`config.mk`:
```
export PLATFORM = sky130hd
export DESIGN_NAME = pdma_chan
export DESIGN_NICKNAME = d
export VERILOG_FILES = /design/src/rtl/pdma_pkg.sv /design/src/rtl/pdma_regs.sv /design/src/rtl/pdma_xfer.sv /design/src/rtl/pdma_chan.sv
export SDC_FILE = /design/constraint.sdc
export NUM_CORES = 1
export LEC_CHECK = 0
export BUFFER_PORTS_ARGS = -buffer_cell sky130_fd_sc_hd__buf_4
export CELL_PAD_IN_SITES_DETAIL_PLACEMENT = 0
export CELL_PAD_IN_SITES_GLOBAL_PLACEMENT = 1
export CORE_MARGIN = 4
export CORE_UTILIZATION = 37
export DETAILED_ROUTE_END_ITERATION = 6
export PLACE_DENSITY_LB_ADDON = 0.15
export SYNTH_ARGS = -nofsm -noshare
export SYNTH_HDL_FRONTEND = slang
export SYNTH_SLANG_ARGS = --single-unit
```
`constraint.sdc`:
```
create_clock -name clk -period 3.2 [get_ports clk]
set_input_delay 0.32 -clock clk [delete_from_list [all_inputs] [get_ports clk]]
set_output_delay 0.32 -clock clk [all_outputs]
set_load 0.05 [all_outputs]
```
`src/rtl/pdma_pkg.sv`:
```
package pdma_pkg;

  typedef enum logic [1:0] {
    ST_IDLE = 2'd0,
    ST_BUS  = 2'd1,
    ST_ACK  = 2'd2
  } xfer_st_e;

  localparam logic [2:0] OFS_ADDR  = 3'd0;
  localparam logic [2:0] OFS_CFG   = 3'd1;
  localparam logic [2:0] OFS_CNT   = 3'd2;
  localparam logic [2:0] OFS_RADDR = 3'd3;
  localparam logic [2:0] OFS_RCNT  = 3'd4;
  localparam logic [2:0] OFS_STAT  = 3'd5;
  localparam logic [2:0] OFS_IEN   = 3'd6;

  localparam int CFG_SIZE_LSB = 8;
  localparam int CFG_DIR_BIT  = 16;

  // byte step for one item of the given size code
  function automatic logic [2:0] step_of(input logic [1:0] sz);
    case (sz)
      2'd0:    step_of = 3'd1;
      2'd1:    step_of = 3'd2;
      default: step_of = 3'd4;
    endcase
  endfunction

endpackage

```
`src/rtl/pdma_regs.sv`:
```
module pdma_regs
  import pdma_pkg::*;
#(
  parameter int ADDR_W = 32,
  parameter int CNT_W  = 16,
  parameter int SEL_W  = 2
) (
  input  logic              clk,
  input  logic              rst_n,
  input  logic              wr_en,
  input  logic [2:0]        ofs,
  input  logic [31:0]       wdata,
  output logic [31:0]       rdata,
  input  logic              item_done,
  input  logic              xfer_idle,
  output logic [ADDR_W-1:0] addr,
  output logic [CNT_W-1:0]  cnt,
  output logic [CNT_W-1:0]  rcnt,
  output logic [SEL_W-1:0]  sel,
  output logic [1:0]        size,
  output logic              dir,
  output logic              irq
);

  logic [ADDR_W-1:0] addr_q, addr_nx, raddr_q, raddr_nx;
  logic [CNT_W-1:0]  cnt_q, cnt_nx, rcnt_q, rcnt_nx;
  logic [SEL_W-1:0]  sel_q, sel_nx;
  logic [1:0]        size_q, size_nx;
  logic              dir_q, dir_nx;
  logic              done_q, done_nx;
  logic [1:0]        ien_q, ien_nx;
  logic              reload, last_item, rempty;
  logic              w_addr, w_cfg, w_cnt, w_raddr, w_rcnt, w_stat, w_ien;

  assign w_addr  = wr_en && (ofs == OFS_ADDR);
  assign w_cfg   = wr_en && (ofs == OFS_CFG);
  assign w_cnt   = wr_en && (ofs == OFS_CNT);
  assign w_raddr = wr_en && (ofs == OFS_RADDR);
  assign w_rcnt  = wr_en && (ofs == OFS_RCNT);
  assign w_stat  = wr_en && (ofs == OFS_STAT);
  assign w_ien   = wr_en && (ofs == OFS_IEN);

  assign rempty    = (rcnt_q == '0);
  assign reload    = xfer_idle && (cnt_q == '0) && !rempty;
  assign last_item = item_done && (cnt_q == CNT_W'(1)) && rempty;

  // next-state: hardware progress first, software writes take priority
  always_comb begin
    addr_nx  = addr_q;
    cnt_nx   = cnt_q;
    raddr_nx = raddr_q;
    rcnt_nx  = rcnt_q;
    sel_nx   = sel_q;
    size_nx  = size_q;
    dir_nx   = dir_q;
    ien_nx   = ien_q;

    if (item_done) begin
      addr_nx = addr_q + ADDR_W'(step_of(size_q));
      cnt_nx  = cnt_q - CNT_W'(1);
    end else if (reload) begin
      addr_nx = raddr_q;
      cnt_nx  = rcnt_q;
      rcnt_nx = '0;
    end

    if (w_addr)  addr_nx  = wdata[ADDR_W-1:0];
    if (w_cnt)   cnt_nx   = wdata[CNT_W-1:0];
    if (w_raddr) raddr_nx = wdata[ADDR_W-1:0];
    if (w_rcnt)  rcnt_nx  = wdata[CNT_W-1:0];
    if (w_cfg) begin
      sel_nx  = wdata[SEL_W-1:0];
      size_nx = wdata[CFG_SIZE_LSB +: 2];
      dir_nx  = wdata[CFG_DIR_BIT];
    end
    if (w_ien)   ien_nx   = wdata[1:0];

    done_nx = (done_q && !(w_stat && wdata[0])) || last_item;
  end

  always_ff @(posedge clk or negedge rst_n) begin
    if (!rst_n) begin
      addr_q  <= '0;
      cnt_q   <= '0;
      raddr_q <= '0;
      rcnt_q  <= '0;
      sel_q   <= '0;
      size_q  <= '0;
      dir_q   <= 1'b0;
      done_q  <= 1'b0;
      ien_q   <= '0;
    end else begin
      addr_q  <= addr_nx;
      cnt_q   <= cnt_nx;
      raddr_q <= raddr_nx;
      rcnt_q  <= rcnt_nx;
      sel_q   <= sel_nx;
      size_q  <= size_nx;
      dir_q   <= dir_nx;
      done_q  <= done_nx;
      ien_q   <= ien_nx;
    end
  end

  always_comb begin
    rdata = '0;
    case (ofs)
      OFS_ADDR:  rdata[ADDR_W-1:0] = addr_q;
      OFS_CFG: begin
        rdata[SEL_W-1:0]            = sel_q;
        rdata[CFG_SIZE_LSB +: 2]    = size_q;
        rdata[CFG_DIR_BIT]          = dir_q;
      end
      OFS_CNT:   rdata[CNT_W-1:0]  = cnt_q;
      OFS_RADDR: rdata[ADDR_W-1:0] = raddr_q;
      OFS_RCNT:  rdata[CNT_W-1:0]  = rcnt_q;
      OFS_STAT:  rdata[1:0]        = {rempty, done_q};
      OFS_IEN:   rdata[1:0]        = ien_q;
      default:   rdata = '0;
    endcase
  end

  assign addr = addr_q;
  assign cnt  = cnt_q;
  assign rcnt = rcnt_q;
  assign sel  = sel_q;
  assign size = size_q;
  assign dir  = dir_q;
  assign irq  = (done_q && ien_q[0]) || (rempty && ien_q[1]);

endmodule

```
`src/rtl/pdma_xfer.sv`:
```
module pdma_xfer
  import pdma_pkg::*;
#(
  parameter int NUM_PERIPH = 4,
  parameter int SEL_W      = 2,
  parameter int ADDR_W     = 32,
  parameter int DATA_W     = 32,
  parameter int CNT_W      = 16
) (
  input  logic                       clk,
  input  logic                       rst_n,
  input  logic [SEL_W-1:0]           sel,
  input  logic                       dir,
  input  logic [1:0]                 size,
  input  logic [ADDR_W-1:0]          addr,
  input  logic [CNT_W-1:0]           cnt,
  input  logic [NUM_PERIPH-1:0]      per_req,
  output logic [NUM_PERIPH-1:0]      per_ack,
  input  logic [NUM_PERIPH*DATA_W-1:0] per_data_i,
  output logic [DATA_W-1:0]          per_data_o,
  output logic                       mem_req,
  output logic                       mem_we,
  output logic [ADDR_W-1:0]          mem_addr,
  output logic [1:0]                 mem_size,
  output logic [DATA_W-1:0]          mem_wdata,
  input  logic [DATA_W-1:0]          mem_rdata,
  input  logic                       mem_ready,
  output logic                       item_done,
  output logic                       idle
);

  xfer_st_e st_q, st_nx;
  logic [SEL_W-1:0]      sel_lat_q, sel_lat_nx;
  logic                  dir_lat_q, dir_lat_nx;
  logic [DATA_W-1:0]     buf_q, buf_nx;
  logic                  buf_en;
  logic [NUM_PERIPH-1:0] sel_oh;
  logic [DATA_W-1:0]     lane [NUM_PERIPH];
  logic [DATA_W-1:0]     sel_data;
  logic                  req_sel, start;

  for (genvar g = 0; g < NUM_PERIPH; g++) begin : g_lane
    assign lane[g]    = per_data_i[g*DATA_W +: DATA_W];
    assign sel_oh[g]  = (sel == SEL_W'(g));
    assign per_ack[g] = (st_q == ST_ACK) && (sel_lat_q == SEL_W'(g));
  end

  always_comb begin
    sel_data = '0;
    for (int i = 0; i < NUM_PERIPH; i++) begin
      if (sel_oh[i]) sel_data = lane[i];
    end
  end

  assign req_sel = |(per_req & sel_oh);
  assign start   = (st_q == ST_IDLE) && (cnt != '0) && req_sel;

  always_comb begin
    st_nx      = st_q;
    sel_lat_nx = sel_lat_q;
    dir_lat_nx = dir_lat_q;
    buf_nx     = buf_q;
    buf_en     = 1'b0;
    case (st_q)
      ST_IDLE: if (start) begin
        st_nx      = ST_BUS;
        sel_lat_nx = sel;
        dir_lat_nx = dir;
        if (!dir) begin
          buf_nx = sel_data;
          buf_en = 1'b1;
        end
      end
      ST_BUS: if (mem_ready) begin
        st_nx = ST_ACK;
        if (dir_lat_q) begin
          buf_nx = mem_rdata;
          buf_en = 1'b1;
        end
      end
      ST_ACK:  st_nx = ST_IDLE;
      default: st_nx = ST_IDLE;
    endcase
  end

  always_ff @(posedge clk or negedge rst_n) begin
    if (!rst_n) begin
      st_q      <= ST_IDLE;
      sel_lat_q <= '0;
      dir_lat_q <= 1'b0;
      buf_q     <= '0;
    end else begin
      st_q <= st_nx;
      if (start) begin
        sel_lat_q <= sel_lat_nx;
        dir_lat_q <= dir_lat_nx;
      end
      if (buf_en) buf_q <= buf_nx;
    end
  end

  assign mem_req    = (st_q == ST_BUS);
  assign mem_we     = !dir_lat_q;
  assign mem_addr   = addr;
  assign mem_size   = size;
  assign mem_wdata  = buf_q;
  assign per_data_o = buf_q;
  assign item_done  = (st_q == ST_ACK);
  assign idle       = (st_q == ST_IDLE);

endmodule

```
`src/rtl/pdma_chan.sv`:
```
module pdma_chan
  import pdma_pkg::*;
#(
  parameter int NUM_PERIPH = 4,
  parameter int ADDR_W     = 32,
  parameter int DATA_W     = 32,
  parameter int CNT_W      = 16
) (
  input  logic                         clk,
  input  logic                         rst_n,
  input  logic                         cfg_wr_en,
  input  logic [2:0]                   cfg_ofs,
  input  logic [31:0]                  cfg_wdata,
  output logic [31:0]                  cfg_rdata,
  input  logic [NUM_PERIPH-1:0]        per_req,
  output logic [NUM_PERIPH-1:0]        per_ack,
  input  logic [NUM_PERIPH*DATA_W-1:0] per_data_i,
  output logic [DATA_W-1:0]            per_data_o,
  output logic                         mem_req,
  output logic                         mem_we,
  output logic [ADDR_W-1:0]            mem_addr,
  output logic [1:0]                   mem_size,
  output logic [DATA_W-1:0]            mem_wdata,
  input  logic [DATA_W-1:0]            mem_rdata,
  input  logic                         mem_ready,
  output logic                         irq
);

  localparam int SEL_W = (NUM_PERIPH > 1) ? $clog2(NUM_PERIPH) : 1;

  logic [ADDR_W-1:0] cur_addr;
  logic [CNT_W-1:0]  cur_cnt, cur_rcnt;
  logic [SEL_W-1:0]  cur_sel;
  logic [1:0]        cur_size;
  logic              cur_dir, item_done, xfer_idle;

  pdma_regs #(.ADDR_W(ADDR_W), .CNT_W(CNT_W), .SEL_W(SEL_W)) u_regs (
    .clk(clk), .rst_n(rst_n),
    .wr_en(cfg_wr_en), .ofs(cfg_ofs), .wdata(cfg_wdata), .rdata(cfg_rdata),
    .item_done(item_done), .xfer_idle(xfer_idle),
    .addr(cur_addr), .cnt(cur_cnt), .rcnt(cur_rcnt),
    .sel(cur_sel), .size(cur_size), .dir(cur_dir), .irq(irq)
  );

  pdma_xfer #(.NUM_PERIPH(NUM_PERIPH), .SEL_W(SEL_W), .ADDR_W(ADDR_W),
              .DATA_W(DATA_W), .CNT_W(CNT_W)) u_xfer (
    .clk(clk), .rst_n(rst_n),
    .sel(cur_sel), .dir(cur_dir), .size(cur_size), .addr(cur_addr), .cnt(cur_cnt),
    .per_req(per_req), .per_ack(per_ack), .per_data_i(per_data_i), .per_data_o(per_data_o),
    .mem_req(mem_req), .mem_we(mem_we), .mem_addr(mem_addr), .mem_size(mem_size),
    .mem_wdata(mem_wdata), .mem_rdata(mem_rdata), .mem_ready(mem_ready),
    .item_done(item_done), .idle(xfer_idle)
  );

endmodule

```
==> results of run 1 <==
==> logic make-up (layout without fill, tap and decap cells) <==
family,Yosys count,after routing,share of synthesized area
AOI/OAI and AO/OA,250,250,0.1802
xor gates and xnor gates,28,28,0.02655
adders and majority gates,7,7,0.01030
buffers and inverters,122,411,0.06530
DFF,141,141,0.3821
muxes,89,89,0.1511
and+or+nand+nor,366,366,0.1845
==> metrics by stage <==
step / utilization / total power, mW / cell area [um2]
6_report: 0.5159 / 12.65 / 12620
5_1_grt: 0.5159 / 13.31 / 12620
4_1_cts: 0.5159 / 12.70 / 12620
3_5_place_dp: 0.4876 / 10.34 / 11930
3_3_place_gp: 0.4876 / 10.30 / 11930
2_1_floorplan: - / 8.165 / 9235
==> power groups by stage <==
| stage | clock [mW] | combinational (mW) | sequential, mW |
|---|---|---|---|
| floorplan | 0 | 3.78 | 4.39 |
| global placement | 0 | 6.90 | 3.39 |
| detailed placement | 0 | 6.93 | 3.40 |
| CTS | 2.37 | 6.96 | 3.37 |
| global route | 2.45 | 7.36 | 3.50 |
| finish | 2.33 | 6.93 | 3.39 |
==> cell usage after synthesis, types with 5 or more instances <==
cell	count
a221o_1	13
a211oi_1	12
buf_2	7
mux2_2	43
inv_1	7
nor3_1	12
dfrtp_1	141
clkbuf_1	60
nor2_1	93
a22oi_1	8
buf_1	10
a31oi_1	48
o21ai_1	9
nor2b_1	11
nor4_1	7
o21ai_0	42
buf_4	34
and4_1	5
mux4_2	36
nand2_1	162
a221oi_1	6
xnor2_1	16
nand4_1	14
mux2i_1	10
a22o_1	29
xor2_1	12
nand3_1	20
ha_1	6
a21oi_1	50
and3_1	9
==> routing by layer <==
layer | up-vias | part of all wire | GRT usage
met3 | 56 | 0.063 | 0.05761
met4 | 2 | 0.027 | 0.08537
met2 | 373 | 0.48 | 0.4533
met5 | - | 0.00034 | 0
met1 | 4451 | 0.43 | 0.3611
li1 | 4211 | - | -
==> worst paths after layout <==
| path | startpoint | depth (start not counted) | slack (ns) | endpoint |
|---|---|---|---|---|
| setup / recovery | u_regs.cnt[0] | 9 | 0.35 | u_regs.cnt[0] |
| hold reg to reg | u_regs.dir | 2 | 0.51 | u_xfer.dir_lat_q |
| min in group asynchronous | rst_n | 2 | 0.49 | u_regs.addr[6] |
| hold / removal | cfg_wdata[27] | 2 | 0.12 | u_regs.addr[27] |
| max in group asynchronous | rst_n | 3 | 1.78 | u_regs.cnt[8] |
| setup reg to reg | u_regs.cnt[0] | 9 | 0.35 | u_regs.cnt[0] |
==> cell type report <==
cell class / instances / area share
clock inverter: 11 / 0.01596
multi-input combinational: 740 / 0.4079
tap: 324 / 0.03212
clock buffer: 21 / 0.03807
inverter: 9 / 0.002677
sequential: 141 / 0.2798
timing repair buffer: 370 / 0.2236
==> state kept, by name, indices dropped and copies added (netlist names) <==
| register | flops |
|---|---|
| u_xfer.sel_lat_q | 2 |
| u_xfer.dir_lat_q | 1 |
| u_regs.raddr_q | 32 |
| u_regs.cnt | 16 |
| u_regs.dir | 1 |
| u_xfer.st_q | 2 |
| u_regs.size | 2 |
| u_regs.done_q | 1 |
| u_xfer.mem_wdata | 32 |
| u_regs.rcnt | 16 |
| u_regs.sel | 2 |
| u_regs.ien_q | 2 |
| u_regs.addr | 32 |
==> cells in the final DEF, fill, tap and decap left out, types with 10 or more instances in the layout <==
| cell | n |
|---|---|
| nand2_1 | 162 |
| mux2_2 | 43 |
| mux2i_1 | 10 |
| nand3_1 | 20 |
| nor2b_1 | 10 |
| o21ai_0 | 42 |
| a21oi_1 | 50 |
| clkbuf_16 | 17 |
| nor2_1 | 93 |
| nand4_1 | 14 |
| xor2_1 | 12 |
| a211oi_1 | 12 |
| a22o_1 | 28 |
| a31oi_1 | 48 |
| mux4_2 | 36 |
| xnor2_1 | 16 |
| buf_4 | 365 |
| nor3_1 | 10 |
| a221o_1 | 13 |
| dfrtp_1 | 139 |
==> what timing repair did <==
action,CTS,global route
hold endpoints to repair,67,0
setup buffers,0,0
hold buffers,1,0
setup endpoints to repair,0,0
==> metrics.txt, run 1 <==
GP Congestion=0.8894; Yosys top cell by area=dfrtp_1; CP endpoint kind=flip-flop; CTS-repair resized insts=0; antenna violations before repair=1; worst slew pin tran=1.015 ns; Die X=166.0 um; asr flop ratio synth=1.000; 1st-iter DRT viols=782; cts bufs inserted=17; synthesized instance count=1,003; family with the most delay on the worst path=simple AND/OR/NAND/NOR gates; first-pass GRT wire length=58,900 um; share of the synthesized area in the top cell type=0.3821; Initial Util=0.3775; Critical path buffers and inverters=2; post-detail-place hpwl=27,790 um; min setup slack post-route=0.3537 ns; power per cell area=1002 mW/mm2; Clock power frac=0.184; Cell Count, Final, Fillers Out=1,616; share of layout cells above drive strength 1=0.3847; storage element area=0.003531 mm2; Worst EP required=3.46 ns; CTS tree=yes; # IOs=340; # DRC=0; Tmin final=2.846 ns; Cell Int Power=6.310 mW; Rows=57; RSZ-0062 raised after global routing=false; crit path cell chain=inv_1, ha_1, or4b_1, or4_4, nor3_4, buf_4, nor3_1, a311oi_1, o21ai_0; final hold violations=0; CP arrival=3.10 ns; Setup TNS=0 ns; synthesis-to-layout area growth=36.66%; Reg power frac=0.268; ranking of synthesized cells by area=dfrtp_1, mux4_2, nand2_1; Startpoint Class=flip-flop; Die Y=166.0 um; max_slew headroom=0.3228; max-cap violations=0; # port buffers=339; syn_area_per_cell=9.207 um2; H-tree levels=4; ANT nets after route=0; Setup WS pre-CTS=0.3924 ns; worst ir drop on vdd=0.0008789 V; Crit Path Category=reg2reg; Routed WL=38,140 um; Clk pin slew, worst setup/hold paths=0.07 ns; HP Class=in2reg; DR vias=9,093; final period utilization=0.8895; slowest stage cell, crit path=or4_4; Sink Count=141; clock tree buffer depth=2; Post-Syn Area=0.009235 mm2; Leakage=5.565 nW; flops & latches, synth=141; GRT overflow=0; main flop type after synthesis=dfrtp_1; Die Area=0.02755 mm2; Fillers=2,332; vias in the first global route=9,129; CTS root buf=clkbuf_16; synthesized net count=1,213; Synth warnings=0; routed len/inst=23.60 um; slowest stage delay, CP=0.48 ns; run status=finished, final reports clean; Worst-Skew Late Latency=0.43 ns; Seq/Total Area, Yosys=0.3821; Comb power frac=0.548; core footprint=0.02446 mm2; DR vias/cell=5.627; switching share of power=0.5012; FMAX=351.3 MHz; setup skew after layout=0.01422 ns; Final setup viols=0; global-route usage over all layers=0.2735; placed cell count=1,583; Initial DRT Pass Iterations=5; highest net fanout along the worst path=24; largest net degree at the start of global routing=71; Synth cell types=65; Pins Over Slew Limit=0; Worst Hold Slack=0.1150 ns; Psw=6.342 mW; EDFF count, synth=0; Diodes inserted=0; Net count, final=1,489; area of the multi-input gates=0.005147 mm2
Note: power is estimated with default switching activity, not from simulation.
==> run 2: changes to the inputs <==
Settings changed: BUFFER_PORTS_ARGS -buffer_cell sky130_fd_sc_hd__buf_4 to not set, CORE_UTILIZATION 37 to 45, DONT_BUFFER_PORTS set to 1.
==> run 2 against run 1 <==
The run now ends with hold timing left. Count of clock-buffer cells in the layout shrank 2. Highest routed layer unchanged. Combinational power shrank 37%. Critical endpoint is now u_xfer.mem_wdata[1]. Sequential share of layout area grew 6.3 points. Design area shrank 18%.
==> metrics.txt, run 2 (synthesis results as in run 1) <==
routed len/inst=27.02 um; 1st-iter DRT viols=636; DR vias=8,177; vias in the first global route=7,976; FMAX=341.5 MHz; Tmin final=2.928 ns; Initial Util=0.4564; setup skew after layout=0.01401 ns; Initial DRT Pass Iterations=5; Worst EP required=3.45 ns; antenna violations before repair=15; Sink Count=141; Die Y=151.3 um; # IOs=340; final hold violations=141; largest net degree at the start of global routing=142; Final setup viols=0; reg2reg setup slack=0.27 ns; final period utilization=0.9151; # port buffers=0; Critical Path Source=u_regs.cnt[10]; Leakage=4.060 nW; failing checks=hold timing; CTS tree=yes; Worst Hold Slack=-0.4206 ns; GP Congestion=0.9384; Rows=52; Pins Over Slew Limit=0; crit path to=u_xfer.mem_wdata[1]; RSZ-0062 raised after global routing=false; max_slew headroom=0.2970; core footprint=0.02023 mm2; highest net fanout along the worst path=64; ANT nets after route=0; Worst R2R Start=u_regs.cnt[10]; reg2reg end=u_xfer.mem_wdata[1]; clock tree buffer depth=2; Crit Path Category=reg2reg; H-tree levels=4; Clk pin slew, worst setup/hold paths=0.07 ns; synthesis-to-layout area growth=11.50%; most frequent cells in the layout=nand2_1, dfrtp_1, nor2_1; Die Area=0.02288 mm2; share of layout cells above drive strength 1=0.1915; # Post-CTS Setup Buffers=0; power per cell area=1095 mW/mm2; GRT overflow=0; Setup TNS=0 ns; CP arrival=3.17 ns; run status=finished, violations left; Worst-Skew Late Latency=0.43 ns; total power=11.28 mW; CTS root buf=clkbuf_16; DR vias/cell=6.408; Net count, final=1,189; post-detail-place hpwl=25,100 um; first-pass GRT wire length=49,910 um; worst slew pin tran=1.055 ns; Routed WL=34,480 um; Die X=151.3 um; CP endpoint kind=flip-flop; most common cell after layout, fill and taps aside=nand2_1; HP Class=in2async; Startpoint Class=flip-flop; global-route usage over all layers=0.2908; # DRC=0; max-cap violations=0; worst ir drop on vdd=0.0004820 V; cts bufs inserted=17; worst-case reg-to-reg path depth=6
## run 2: layout make-up
class / instances / area, um2
timing repair buffer: 70 / 595.6
antenna: 14 / 35.03
clock inverter: 13 / 165.2
tap: 270 / 337.8
multi-input combinational: 740 / 5157
clock buffer: 19 / 442.9
fill: 1884 / 9937
sequential: 141 / 3530
inverter: 9 / 33.78
## run 2: worst min path at each step
stage,slack [ns],end,from,cells past startpoint
floorplan,0.02,u_regs.addr[0],rst_n,0
global placement,0.03,u_regs.raddr_q[27],rst_n,0
detailed placement,0.03,u_regs.raddr_q[27],rst_n,0
CTS,-0.44,u_regs.raddr_q[27],rst_n,0
global route,-0.44,u_regs.raddr_q[27],rst_n,0
finish,-0.42,u_regs.raddr_q[29],rst_n,0
## run 2: critical path, stage by stage (launching register included)
cell	delay (ns)
dfrtp_1	0.43
or4_4	0.60
nor4_4	0.49
a21oi_1	0.25
a22o_2	0.65
nor2_1	0.24
a31oi_1	0.08
## run 2: per-stage QoR
step | instances | hold slack, ns | setup slack (ns) | area [um2] | util
final | 1276 | -0.4206 | 0.2715 | 10300 | 0.5089
after global placement | 1222 | 0.02844 | 0.3619 | 9574 | 0.4732
after global routing | 1276 | -0.4447 | 0.06945 | 10300 | 0.5089
after floorplan | 1003 | 0.02441 | 0.5164 | 9235 | -
after detailed placement | 1222 | 0.02691 | 0.2745 | 9574 | 0.4732
after CTS | 1260 | -0.4363 | 0.2755 | 10240 | 0.5062
## run 2: what timing repair did
action                                 in CTS  in global routing
hold buffers                                6                  2
endpoints found under the hold margin     150                143
gates resized for setup                     0                  0
## run 2: power breakdown
part	internal, mW	switching [mW]
clock network	1.25	0.826
registers	2.40	2.41
logic	1.60	2.80
## run 2: per-layer routing
metal	up-vias	wire [um]	global-route usage
li1	3621	-	-
met1	4091	13300	0.3590
met2	413	17030	0.4603
met3	50	3343	0.09814
met4	2	793	0.1319
met5	-	13	0.006818
==> run 3: changes to the inputs <==
Settings changed: CORE_UTILIZATION 45 to 30, PLACE_DENSITY_LB_ADDON 0.15 to 0.1.
==> run 3 against run 2 <==
Register-to-register slack better by 0.11 ns. Flip-flop and latch count is the same. Combinational power increased by 3%. Worst setup slack lost 0.086 ns. Critical path depth fell by 1. The run still ends with hold timing left. Wire length grew 14%. Sequential share of layout area fell by 1.0 points. First-iteration DRC count down 13%. Utilization is 16 points lower. Critical endpoint is now cfg_rdata[1]. Count of clock-buffer cells in the layout shrank 1. Fmax shrank 2.8%. Via count fell by 2.1%. Largest cell class unchanged.
==> metrics.txt, run 3 (synthesis results as in run 1) <==
Setup TNS=0 ns; # port buffers=0; FMAX=331.8 MHz; run status=finished, violations left; final hold violations=141; reg2reg end=u_regs.addr[20]; clock tree buffer depth=2; Top Metal Used=met4; DR vias/cell=5.679; worst slew pin tran=1.030 ns; CTS tree=yes; min setup slack post-route=0.1859 ns; DR WL met3=3007 um; final period utilization=0.9419; cts bufs inserted=17; Cell Count, Final, Fillers Out=1,410; CP endpoint kind=primary output; post-detail-place hpwl=28,140 um; 1st-iter DRT viols=552; Die Y=183.5 um; Area after DPL=0.009808 mm2; metal1 wirelength=16,340 um; Clk pin slew, worst setup/hold paths=0.07 ns; ANT nets after route=0; metal2 WL=19,560 um; Worst EP required=2.88 ns; highest net fanout along the worst path=6; CTS Hold Bufs=20; # IOs=340; vias in the first global route=8,239; Initial Util=0.3075; largest net degree at the start of global routing=142; Pins Over Slew Limit=0; max_slew headroom=0.3133; RSZ-0062 raised after global routing=false; failing checks=hold timing; Fillers=3,117; H-tree levels=4; routed len/inst=27.99 um; worst-case reg-to-reg path depth=9; reg2reg setup slack=0.38 ns; Initial DRT Pass Iterations=5; Net count, final=1,213; synthesis-to-layout area growth=14.97%; HP Class=in2async; Layout Utilization=0.3535; Die X=183.5 um; most common cell after layout, fill and taps aside=nand2_1; CTS root buf=clkbuf_16; setup skew after layout=0.01361 ns; Leakage=4.174 nW; Rows=63; placed cell count=1,354; CTS-repair resized insts=0; Die Area=0.03365 mm2; Final setup viols=0; antenna violations before repair=5; Worst Hold Slack=-0.4206 ns; global-route usage over all layers=0.2263; final instance area=0.01062 mm2; CP arrival=2.69 ns; most frequent cells in the layout=nand2_1, dfrtp_1, nor2_1; Tmin final=3.014 ns; Startpoint Class=flip-flop; GP Congestion=0.8888; worst ir drop on vdd=0.0003855 V; Critical Path Source=u_regs.rcnt[2]; # DRC=0; Crit Path Category=reg2out; max-cap violations=0; Worst-Skew Late Latency=0.43 ns; Routed WL=39,470 um; DR vias=8,007; power per cell area=1082 mW/mm2; Setup WS pre-CTS=0.3889 ns; Worst R2R Start=u_regs.size[1]; share of layout cells above drive strength 1=0.2008; first-pass GRT wire length=57,100 um; core footprint=0.03003 mm2; GRT overflow=0; Sink Count=141
## run 3: cell types whose count changed in the layout (fill, tap and decap cells not counted), sizes merged
cell | before | now
clkinvlp | 7 | 4
inv | 9 | 8
dlygate4sd3 | 8 | 20
clkinv | 3 | 8
diode | 14 | 4
buf | 62 | 74
clkbuf | 19 | 18
## run 3: per-stage QoR
step / total power [mW] / hold WS, ns
after floorplan: 8.165 / 0.02441
after global placement: 9.427 / 0.03328
after detailed placement: 9.434 / 0.03419
after CTS: 11.61 / -0.4426
after global routing: 12.14 / -0.4479
final: 11.49 / -0.4206
## run 3: final cells by class
type                            instances  area (um2)  area share
Clock inverter                         14       170.2     0.01603
Sequential cell                       141        3531      0.3325
Tap cell                              390       488.0     0.04596
Timing Repair Buffer                   94       793.3     0.07471
Multi-Input combinational cell        740        5162      0.4862
Antenna cell                            4       10.01   0.0009427
Inverter                                9       33.78    0.003182
Clock buffer                           18       429.2     0.04042
## run 3: worst max path at each step
stage / endpoint / slack (ns) / cells after the start
detailed placement: u_xfer.mem_wdata[24] / 0.39 / 7
floorplan: u_regs.addr[20] / 0.52 / 8
global placement: u_regs.addr[24] / 0.46 / 8
CTS: cfg_rdata[1] / 0.19 / 5
finish: cfg_rdata[1] / 0.19 / 5
global route: cfg_rdata[1] / 0.04 / 5
## run 3: what timing repair did
action / in CTS / in global routing
endpoints found under the setup margin: 0 / 0
endpoints found under the hold margin: 179 / 141
setup buffers: 0 / 0
## run 3: where the power goes
group | switching, mW | internal, mW | total [mW]
Combinational | 2.87 | 1.66 | 4.53
Sequential | 2.45 | 2.40 | 4.85
Clock | 0.882 | 1.23 | 2.11
## run 3: routing by layer
layer,vias up,GRT usage
li1,3663,-
met1,4008,0.2850
met2,302,0.3846
met3,34,0.06272
met4,0,0.05751
met5,-,0
## run 3: worst max-delay path, cell delays in order, from the launching register on
cell	delay, ns
dfrtp_1	0.47
nor4_1	0.59
and4_1	0.62
a31oi_1	0.15
a21oi_1	0.19
buf_4	0.24
